File: src/rtl/tapwd_pkg.sv
package tapwd_pkg;
  localparam int unsigned NUM_TAPS = 4;
  localparam int unsigned SEL_W    = 2;
  localparam int unsigned CNT_W    = 2;
  localparam int unsigned WR_W     = 3;

  typedef logic [SEL_W-1:0] tap_sel_t;
  typedef logic [CNT_W-1:0] wd_cnt_t;

  typedef struct packed {
    logic     run;
    tap_sel_t sel;
  } wr_word_t;

  localparam wd_cnt_t CNT_LAST = {CNT_W{1'b1}};
endpackage

File: src/rtl/tapwd_timebase.sv
module tapwd_timebase #(
  parameter int unsigned LOG_P0 = 12,
  parameter int unsigned LOG_P1 = 14,
  parameter int unsigned LOG_P2 = 16,
  parameter int unsigned LOG_P3 = 19
) (
  input  logic                          clk,
  input  logic                          por,
  input  logic                          clr,
  output logic [tapwd_pkg::NUM_TAPS-1:0] tick_full,
  output logic [tapwd_pkg::NUM_TAPS-1:0] tick_half
);
  import tapwd_pkg::*;

  localparam int unsigned TB_W = LOG_P3;

  function automatic int unsigned tap_log(input int unsigned g);
    case (g)
      0:       return LOG_P0;
      1:       return LOG_P1;
      2:       return LOG_P2;
      default: return LOG_P3;
    endcase
  endfunction

  logic [TB_W-1:0] tb_q;

  always_ff @(posedge clk) begin
    if (por || clr) tb_q <= '0;
    else            tb_q <= tb_q + 1'b1;
  end

  // Per tap: full carry when all lower bits of the period are ones,
  // half event when the tap's top bit is about to rise.
  for (genvar g = 0; g < NUM_TAPS; g++) begin : g_tap
    localparam int unsigned LP = tap_log(g);
    logic full_c, half_c;
    assign full_c = &tb_q[LP-1:0];
    assign half_c = (&tb_q[LP-2:0]) & ~tb_q[LP-1];
    assign tick_full[g] = full_c & ~clr;
    assign tick_half[g] = half_c & ~clr;
  end
endmodule

File: src/rtl/tapwd_core.sv
module tapwd_core
  import tapwd_pkg::*;
(
  input  logic                clk,
  input  logic                por,
  input  logic                clr_evt,
  input  logic                wr_en,
  input  wr_word_t            wr_word,
  input  logic [NUM_TAPS-1:0] tick_full,
  input  logic [NUM_TAPS-1:0] tick_half,
  output logic                active_o,
  output tap_sel_t            sel_o,
  output logic                wdt_rst_o
);
  logic     active_q, armed_q, rst_q;
  tap_sel_t sel_q;
  wd_cnt_t  cnt_q;

  logic run_wr, start, restart, tick, half;

  assign run_wr  = wr_en & wr_word.run;
  assign start   = ~active_q & run_wr;
  assign restart = active_q & (run_wr | clr_evt);
  assign tick    = tick_full[sel_q];
  assign half    = tick_half[sel_q];

  always_ff @(posedge clk) begin
    if (por) begin
      active_q <= 1'b0;
      armed_q  <= 1'b0;
      rst_q    <= 1'b0;
      sel_q    <= '0;
      cnt_q    <= '0;
    end else begin
      rst_q <= 1'b0;
      if (start) begin
        active_q <= 1'b1;
        sel_q    <= wr_word.sel;
        cnt_q    <= '0;
        armed_q  <= 1'b0;
      end else if (active_q) begin
        if (restart) begin
          cnt_q   <= '0;
          armed_q <= 1'b0;
        end else if (armed_q && half) begin
          rst_q    <= 1'b1;
          active_q <= 1'b0;
          cnt_q    <= '0;
          armed_q  <= 1'b0;
        end else if (tick) begin
          if (cnt_q == CNT_LAST) armed_q <= 1'b1;
          else                   cnt_q   <= cnt_q + 1'b1;
        end
      end
    end
  end

  assign active_o  = active_q;
  assign sel_o     = sel_q;
  assign wdt_rst_o = rst_q;
endmodule

File: src/rtl/tapwd_watchdog.sv
module tapwd_watchdog #(
  parameter int unsigned LOG_P0 = 12,
  parameter int unsigned LOG_P1 = 14,
  parameter int unsigned LOG_P2 = 16,
  parameter int unsigned LOG_P3 = 19
) (
  input  logic       clk,
  input  logic       por,
  input  logic       pin_rst,
  input  logic       sw_rst,
  input  logic       sleep_enter,
  input  logic       stop_enter,
  input  logic       tb_clr,
  input  logic       wr_en,
  input  logic [2:0] wr_data,
  output logic       wdt_rst
);
  import tapwd_pkg::*;

  logic [NUM_TAPS-1:0] tick_full, tick_half;
  logic                clr_evt;
  logic                core_active;
  tap_sel_t            core_sel;
  wr_word_t            wr_word;

  assign clr_evt = pin_rst | sw_rst | sleep_enter | stop_enter;
  assign wr_word = wr_word_t'(wr_data);

  tapwd_timebase #(
    .LOG_P0(LOG_P0), .LOG_P1(LOG_P1), .LOG_P2(LOG_P2), .LOG_P3(LOG_P3)
  ) u_tb (
    .clk      (clk),
    .por      (por),
    .clr      (tb_clr),
    .tick_full(tick_full),
    .tick_half(tick_half)
  );

  tapwd_core u_core (
    .clk      (clk),
    .por      (por),
    .clr_evt  (clr_evt),
    .wr_en    (wr_en),
    .wr_word  (wr_word),
    .tick_full(tick_full),
    .tick_half(tick_half),
    .active_o (core_active),
    .sel_o    (core_sel),
    .wdt_rst_o(wdt_rst)
  );
endmodule

File: config.mk
export PLATFORM = sky130hd
export DESIGN_NAME = tapwd_watchdog
export DESIGN_NICKNAME = d
export VERILOG_FILES = /design/src/rtl/tapwd_pkg.sv /design/src/rtl/tapwd_timebase.sv /design/src/rtl/tapwd_core.sv /design/src/rtl/tapwd_watchdog.sv
export SDC_FILE = /design/constraint.sdc
export NUM_CORES = 1
export LEC_CHECK = 0
export ABC_AREA = 1
export BUFFER_PORTS_ARGS = -buffer_cell sky130_fd_sc_hd__buf_2
export CAP_MARGIN = 20
export CORE_AREA = 2 2 66 68
export CTS_BUF_LIST = sky130_fd_sc_hd__clkbuf_4 sky130_fd_sc_hd__clkbuf_8
export DETAILED_ROUTE_END_ITERATION = 10
export DIE_AREA = 0 0 68 70
export GPL_TIMING_DRIVEN = 0
export HOLD_SLACK_MARGIN = 0.08
export PLACE_DENSITY = 0.54
export RECOVER_POWER = 25
export SLEW_MARGIN = 30
export SYNTH_ARGS = -nofsm -noshare
export SYNTH_HDL_FRONTEND = slang
export SYNTH_HIERARCHICAL = 1
export SYNTH_SLANG_ARGS = --single-unit
File: constraint.sdc
create_clock -name clk -period 1.8 [get_ports clk]
set_input_delay 0.27 -clock clk [delete_from_list [all_inputs] [get_ports clk]]
set_output_delay 0.27 -clock clk [all_outputs]
set_load 0.02 [all_outputs]
; After elaboration in Yosys (flattened, before gate mapping)
; Cells that the tools add are included.
[classes]
addsub = 2
magnitude_cmp = 1
eq_ne = 2
muxes = 17
bitwise_logic = 25
reduce_logical = 16
[op_table]
columns = op, n
row1 = "19-bit by 1-bit adder with 19-bit output, second input constant", 1
row2 = 19-bit AND reduction, 1
row3 = 18-bit AND reduction, 1
row4 = 16-bit AND reduction, 1
row5 = 1-bit AND, 15
row6 = 15-bit AND reduction, 1
row7 = 14-bit AND reduction, 1
row8 = 13-bit AND reduction, 1
row9 = 12-bit AND reduction, 1
row10 = 1-bit two-way mux, 11
row11 = 11-bit AND reduction, 1
row12 = 2-bit two-way mux, 4
row13 = 1-bit inverter, 6
row14 = 3-bit AND reduction, 2
row15 = 3-bit nonzero test, 2
row16 = 1-bit binary-select mux with 2-bit select, 2
row17 = 1-bit OR, 4
row18 = 4-bit OR reduction, 1
row19 = "2-bit by 3-bit < comparator with 1-bit output, second input constant", 1
row20 = "3-bit by 1-bit != test with 1-bit output, second input constant", 1
row21 = "2-bit by 1-bit adder with 2-bit output, second input constant", 1
row22 = "2-bit equality test, second input constant", 1
row23 = 2-bit OR reduction, 1
row24 = 1-bit logical AND, 1
row25 = 1-bit logical OR, 1
[totals]
reg_bits = 26

; Depth between registers and ports, before layout
; Gate-level depths: netlist of run 1.
[depth]
ltp_word = 10
depth_mapped = 16
mapped_depth_nobuf = 16

; Modules after synthesis
; Netlist of run 1, hierarchy kept.
[by_module_without_submodules]
columns = mod, n_inst, cells_each, area_each_um2, seq_area_each_um2
row1 = tapwd_timebase, 1, 157, 1098.6, 380.4
row2 = tapwd_core, 1, 66, 434.2, 140.1
row3 = tapwd_watchdog, 1, 3, 11.3, 0.0

; Worst setup path after synthesis of run 1
; No wires, ideal clock.
[synth_path]
path_type = register -> register
startpoint = reg u_tb.tb_q[0]
endpoint = reg u_core.cnt_q[0]
setup_ns = 0.114
t_arrival_ns = 1.691
t_required_ns = 1.686
path_slack_ns = -0.004
path_stages_with_launch = 17
path_buffers = 0
cell_sequence = dfxtp_1 ha_1 nand2_2 nor2_4 nand2_4 nor2_4 nand2_2 nor3_2 inv_1 nand2_1 nand3_1 nand2_1 nand2_2 nand2_2 nand2_1 a21oi_1 nor2_1
[synth_between]
elab_chain_len = 8
elab_cells_between_ends = 30
[synth_rtl]
columns = item, line_no
row1 = start: declaration, tapwd_timebase.sv:26  ; logic [TB_W-1:0] tb_q;
row2 = start signal: assignment, tapwd_timebase.sv:30  ; else tb_q <= tb_q + 1'b1;
row3 = 13-bit AND reduction *, tapwd_timebase.sv:39  ; assign half_c = (&tb_q[LP-2:0]) & ~tb_q[LP-1];
row4 = 1-bit AND *, tapwd_timebase.sv:39
row5 = 1-bit AND *, tapwd_timebase.sv:41  ; assign tick_half[g] = half_c & ~clr;
row6 = net tick_half[1], tapwd_watchdog.sv:20  ; logic [NUM_TAPS-1:0] tick_full, tick_half;
row7 = 1-bit binary-select mux with 2-bit select *, tapwd_core.sv:25  ; assign half = tick_half[sel_q];
row8 = 1-bit two-way mux (implied by the code) *, tapwd_core.sv:25
row9 = 1-bit logical AND *, tapwd_core.sv:45  ; end else if (armed_q && half) begin
row10 = "3-bit by 1-bit != test with 1-bit output (no line), or another cell as far along", n/a
row11 = 3-bit AND reduction (no line) or 2-bit two-way mux (tied branches), n/a
row12 = end signal: assignment, tapwd_core.sv:52  ; else cnt_q <= cnt_q + 1'b1;
row13 = end: declaration, tapwd_core.sv:17  ; wd_cnt_t cnt_q;
; The timed path passes the listed nets; every way through them passes the cells marked *. The select of a mux whose other input is x is not followed.
; A chain may end at the register's enable or synchronous reset.

; Final worst setup path of run 1
[layout_path]
startpoint = reg u_tb.tb_q[1]
endpoint = reg u_core.cnt_q[0]
[layout_between]
elab_chain_len = 8
elab_cells_between_ends = 30
[layout_rtl]
columns = item, line_no
row1 = 18-bit AND reduction *, tapwd_timebase.sv:39
row2 = 1-bit AND *, tapwd_timebase.sv:39
row3 = 1-bit AND *, tapwd_timebase.sv:41
row4 = net tick_half[3], tapwd_watchdog.sv:20
row5 = 1-bit binary-select mux with 2-bit select *, tapwd_core.sv:25
row6 = 1-bit two-way mux (implied by the code) *, tapwd_core.sv:25
row7 = 1-bit logical AND *, tapwd_core.sv:45
row8 = "3-bit by 1-bit != test with 1-bit output (no line), or another cell as far along", n/a
row9 = 3-bit AND reduction (no line) or 2-bit two-way mux (tied branches), n/a
; Marks and branches as above.

==> impl_metrics.ini, run 1 <==
[status]
outcome = finished with violations
violations = negative setup slack

[grt]
gr-usage-met1 = 0.196
grt_max_degree = 16
grt_use_total = 0.156
busiest_layer = met2
grt_overflow_total = 0
grtUsageMet3 = 0.0258
antenna_found_initial = 0
grtUsageMet2 = 0.262
grt_pass1_vias = 1299
grt_pass1_wl_mm = 5.71

[power_and_ir_drop]
p_leak_nw = 0.752
vdd_drop_max_v = 0.000331
cellPowerDensity_mw_per_mm2 = 619

[synth]
synthMostInstantiatedCell = nand2_1
synth_nets = 239
synthTopCellsByCount = nand2_1, inv_1, nor2_1
syn_area_sq_mm = 0.00154
synth_top_area_cell = dfxtp_1
synth_edf_count = 0
syn_area_per_cell_sq_um = 6.83
async_flop_share = 0
netlist_instances = 226
seq_area_frac_synth = 0.337
synth.area.top_cells = dfxtp_1, nand2_1, inv_1
synth-main-ff-cell = dfxtp_1
synth-warning-count = 6
ys_seq_elements = 26
synth.distinct_cells = 29
synth_top_area_frac = 0.337

[sta]
min_period_over_period = 1.04
skew_ns = 0.00413
setup_viol_count_final = 4
slew_viol_final = 0
setup_tns_ns = -0.223
max_freq_mhz = 535
final_hold_viol_count = 0
fin_ws_ns = -0.0708
fin_crit_ns = 1.87
rsz0062_at_grt = yes
tightest_slew_ns = 0.607
relSlewSlack = 0.594

[setup_path]
worstSetupEndpointType = flip-flop
crit_required_ns = 1.98
worstSetupStartpointType = flip-flop
arrival_ns = 2.06
critical_path_class = reg -> reg
crit_fanout = 3
reg2reg_depth = 16

[floorplanning]
rows = 24
fp.dieW_um = 68
core-area_sq_mm = 0.00414
io_pins = 12
dieHeight_um = 70
start_util = 0.373
die-area_sq_mm = 0.00476

[final_layout]
synthToLayoutAreaGrowth_pct = 23.2
fin_cells = 306
multi_input_area_sq_um = 936
antennaDiodeCount = 0
drive_above_1_share = 0.315
fill_cells = 422
final_util = 0.459
ff_latch_area_sq_um = 527
fin_nets = 268

[placed_design]
placed_cells = 289
gp_congestion = 0.795
port_buffers = 11
dp_hpwl_mm = 2.43

[routing]
drt-initial-drc-count = 61
first_pass_iters = 4
wl_per_cell_um = 10.8
dr_total_vias = 1435
ant_nets = 0
routed_wl_mm = 3.31
route.detailed.drc = 0
vias_per_cell = 4.69

[job]
maxCapViolCount = 0

[cts]
clock_latency_ns = 0.27
h-tree-depth = 1
hold_buffers = 0
cts_buffer_depth = 2
cts_buffers = 3
cts.sinks = 26
path_clk_slew_ns = 0.10
cts_tree = yes
root_buffer = clkbuf_8

[hold_path]
hold_path_depth = 4
min_path_type = in -> reg
## area by class of cell
cell class / instances / area share
clock inverters: 1 / 0.0158
plain buffers: 2 / 0.00461
inverters: 38 / 0.0750
multi-input cells: 160 / 0.492
flip-flops and latches: 26 / 0.277
well taps: 52 / 0.0342
clock buffers: 3 / 0.0217
repair buffers: 24 / 0.0796
## kinds of logic after synthesis
kind of cell             count (synthesis)  synth area share
buffers and inverters                   40            0.0989
flip-flops                              26             0.337
adder cells (fa/ha/maj)                  2            0.0162
AND/OR/NAND/NOR                        126             0.425
AO/OA/AOI/OAI                           29             0.106
XOR/XNOR                                 3            0.0170
## path summary, 6_finish.rpt
path	startpoint	endpoint	slack, ns
setup reg to reg	u_tb/tb_q[1]	u_core/cnt_q[0]	-0.07
hold / removal	por	u_core/cnt_q[1]	0.27
hold reg to reg	u_tb/tb_q[8]	u_tb/tb_q[8]	0.47
setup / recovery	u_tb/tb_q[1]	u_core/cnt_q[0]	-0.07
## state kept, by name, summed over array words and instances (netlist names)
name,flops
u_core/sel_o,2
u_tb/tb_q,19
u_core/cnt_q,2
u_core/armed_q,1
u_core/active_o,1
u_core/wdt_rst_o,1
## metal layers
layer	up-vias	wire, um
li1	773	-
met1	641	1580
met2	17	1600
met3	4	82
met4	0	44
met5	-	0
## power by group
group | total (mW) | switching, mW | internal, mW
Combinational | 0.0899 | 0.0539 | 0.0360
Sequential | 0.589 | 0.00709 | 0.582
Clock | 0.498 | 0.200 | 0.298
Total | 1.18 | 0.261 | 0.916
## cell usage in the layout (no fill, tap or decap), types with 2 or more instances in the layout
master	instances
nand2_2	12
o21ai_1	3
nor2_2	6
nor2_4	8
nand2_1	42
inv_2	4
inv_1	33
nand3_1	10
nor3_2	2
nor3_1	4
o21ai_0	6
clkbuf_1	2
xor2_1	2
nand4_1	4
buf_4	13
buf_2	11
nand2_4	2
clkbuf_8	3
a21oi_1	15
nor2_1	26
dfxtp_1	21
dfxtp_2	5
nand3_2	6
## per-stage QoR
step	total power [mW]	area, sq um	hold slack [ns]	setup slack [ns]
after CTS	1.19	1840	0.273	-0.0277
after detailed placement	0.678	1670	0.426	-0.198
after floorplan	0.652	1550	0.408	0.000923
final	1.18	1900	0.269	-0.0708
after global routing	1.24	1900	0.269	-0.254
after global placement	0.678	1670	0.423	-0.219
## critical path, cell delays in order (launching register included)
cell and delay [ns]:
dfxtp_2 0.37, ha_4 0.15, nand2_4 0.06, nor2_4 0.16, nand2_4 0.10, nor2_4 0.14
nand3_4 0.09, nor2_2 0.09, inv_1 0.05, nand2_2 0.05, nand3_2 0.08, nand2_2 0.09
nand2_2 0.06, nand2_2 0.08, nand2_2 0.06, a21oi_2 0.11, nor2_1 0.04
## what timing repair did
item / CTS / global route
pin swaps: 8 / 8
endpoints found under the setup margin: 5 / 5
gates resized for setup: 11 / 8
buffers inserted: 9 / 4
gates cloned: 0 / 0
(Power assumes the default switching activity.)
==> run 2: changes to the inputs <==
SETUP_SLACK_MARGIN = 0.05   (was not set)
==> run 2 against run 1 <==
Compared with the run above:
- critical path depth unchanged
- clock skew is 0.0019 ns higher
- the flow still finishes with violations (negative setup slack)
- register-to-register slack lost 0.04 ns
- worst setup slack worse by 0.044 ns
- non-clock buffer count unchanged
- flip-flop and latch count stayed put
- total power is essentially flat
- cell count unchanged
- maximum frequency decreased by 2.3%
- clock power decreased by 1%
==> impl_metrics.ini, run 2 (synthesized netlist as in run 1, its figures left out) <==
[sta]
min_period_over_period = 1.06
fin_crit_ns = 1.91
setup_tns_ns = -0.352
tightest_slew_ns = 0.509
max_freq_mhz = 522
hold_ws_ns = 0.289
setup_viol_count_final = 4
rsz0062_at_grt = yes
slew_viol_final = 0
fin_ws_ns = -0.114
relSlewSlack = 0.660
final_hold_viol_count = 0
skew_ns = 0.00603

[final_layout]
ff_latch_area_sq_um = 528
fill_cells = 435
synthToLayoutAreaGrowth_pct = 26.2
final_cell_mix = nand2_1, inv_1, nor2_1
layout_commonest_cell = nand2_1
antennaDiodeCount = 0
regMostFlops = u_tb/tb_q
fin_nets = 268
largest_reg_flops = 19
fin_cells = 306
drive_above_1_share = 0.331
final_util = 0.470
multi_input_area_sq_um = 968

[cts]
h-tree-depth = 1
hold_buffers = 0
root_buffer = clkbuf_8
cts_buffer_depth = 2
path_clk_slew_ns = 0.10
clock_latency_ns = 0.28
cts_tree = yes
cts_buffers = 3
cts.sinks = 26

[setup_path]
worstSetupStartpointType = flip-flop
critPathTopFamily = simple AND/OR/NAND/NOR gates
path_buf_inv = 1
critical_path_class = reg -> reg
cp_slowest_cell = dfxtp_2
timing.rr.start = u_tb/tb_q[1]
crit_required_ns = 1.98
path_common_cell = nand2_4
path_cells = ha_4 > nand2_4 > nor2_4 > nand2_4 > nor2_4 > nand3_4 > nor2_4 > inv_2 > nand2_1 > nand3_2 > nand2_2 > nand2_2 > nand2_4 > nand2_4 > a21oi_2 > nor2_1
crit_fanout = 3
arrival_ns = 2.10
reg2reg_depth = 16
worstSetupEndpointType = flip-flop
timing.reg2reg.setup_slack_ns = -0.11
critPathMaxStageDelay_ns = 0.36
reg2reg_to = u_core/cnt_q[0]

[hold_path]
hold_path_end = u_core/sel_o[1]
hold_path.startpoint = wr_data[1]
hold_path_depth = 3
min_path_type = in -> reg

[routing]
route.detailed.drc = 0
routed_wl_mm = 3.37
ant_nets = 0
vias_per_cell = 4.64
drt-initial-drc-count = 45
wl_per_cell_um = 11.0
dr_total_vias = 1419
first_pass_iters = 4

[status]
outcome = finished with violations
violations = negative setup slack

[grt]
grt_pass1_wl_mm = 5.88
antenna_found_initial = 0
grt_pass1_vias = 1340
grt_max_degree = 16
grt_use_total = 0.159
grt_overflow_total = 0

[placed_design]
gp_congestion = 0.795
placed_cells = 289
dp_hpwl_mm = 2.41
port_buffers = 11
place_ws_ns = -0.188

[floorplanning]
core-area_sq_mm = 0.00414
die-area_sq_mm = 0.00476
dieHeight_um = 70
rows = 24
start_util = 0.373
fp.dieW_um = 68
io_pins = 12

[power_and_ir_drop]
p_leak_nw = 0.768
vdd_drop_max_v = 0.000338
cellPowerDensity_mw_per_mm2 = 604

[job]
maxCapViolCount = 0
## run 2: cell types whose count changed in the layout (fill, tap and decap cells not counted), moves of 2 or more
cell,before,now
nand3_2,6,4
nand2_4,2,4
nand2_2,12,9
nor3_2,2,4
nand3_4,1,3
nor3_1,4,2
## run 2: metal layers
metal  track usage  up-vias  share of wire
met3        0.0306        4          0.031
met1         0.210      626           0.47
met4        0.0533        0          0.013
li1              -      772              -
met5             0        -              0
met2         0.256       17           0.48
## run 2: how the worst max path moves through the flow
stage                            start               to  slack [ns]  cells after the start
after floorplan           u_tb/tb_q[0]  u_core/cnt_q[0]        0.03                     16
after global placement    u_tb/tb_q[0]  u_core/cnt_q[0]       -0.18                     16
after detailed placement  u_tb/tb_q[0]  u_core/cnt_q[0]       -0.19                     16
after CTS                 u_tb/tb_q[0]  u_core/cnt_q[0]       -0.03                     16
after global routing      u_tb/tb_q[1]  u_core/cnt_q[0]       -0.27                     15
final                     u_tb/tb_q[1]  u_core/cnt_q[0]       -0.11                     16
## run 2: cell type report
class	instances	share of cell area
inverters	38	0.0732
clock buffers	3	0.0212
clock inverters	1	0.0154
flip-flops and latches	26	0.271
multi-input cells	160	0.497
repair buffers	24	0.0841
plain buffers	2	0.00450
well taps	52	0.0334
## run 2: power by group
group | switching, mW | internal (mW) | total [mW] | leakage [nW]
Sequential | 0.00666 | 0.582 | 0.589 | 0.213
Clock | 0.195 | 0.298 | 0.493 | 0.0357
Combinational | 0.0577 | 0.0370 | 0.0946 | 0.519
## run 2: stage by stage
step | cell area [sq um] | power (mW)
6_report | 1950 | 1.18
5_1_grt | 1950 | 1.23
4_1_cts | 1870 | 1.19
3_5_place_dp | 1680 | 0.680
3_3_place_gp | 1680 | 0.680
2_1_floorplan | 1560 | 0.654
## run 2: worst register-to-register path, cell delays in order (launching register included)
cell	delay [ns]
dfxtp_2	0.36
ha_4	0.15
nand2_4	0.05
nor2_4	0.19
nand2_4	0.10
nor2_4	0.14
nand3_4	0.10
nor2_4	0.10
inv_2	0.03
nand2_1	0.06
nand3_2	0.07
nand2_2	0.10
nand2_2	0.08
nand2_4	0.09
nand2_4	0.05
a21oi_2	0.11
nor2_1	0.05
## run 2: timing repair
item,in CTS,in global routing
gates resized for setup,12,12
pin swaps,9,14
endpoints found under the hold margin,0,0
buffers inserted,9,4
setup endpoints to repair,5,5
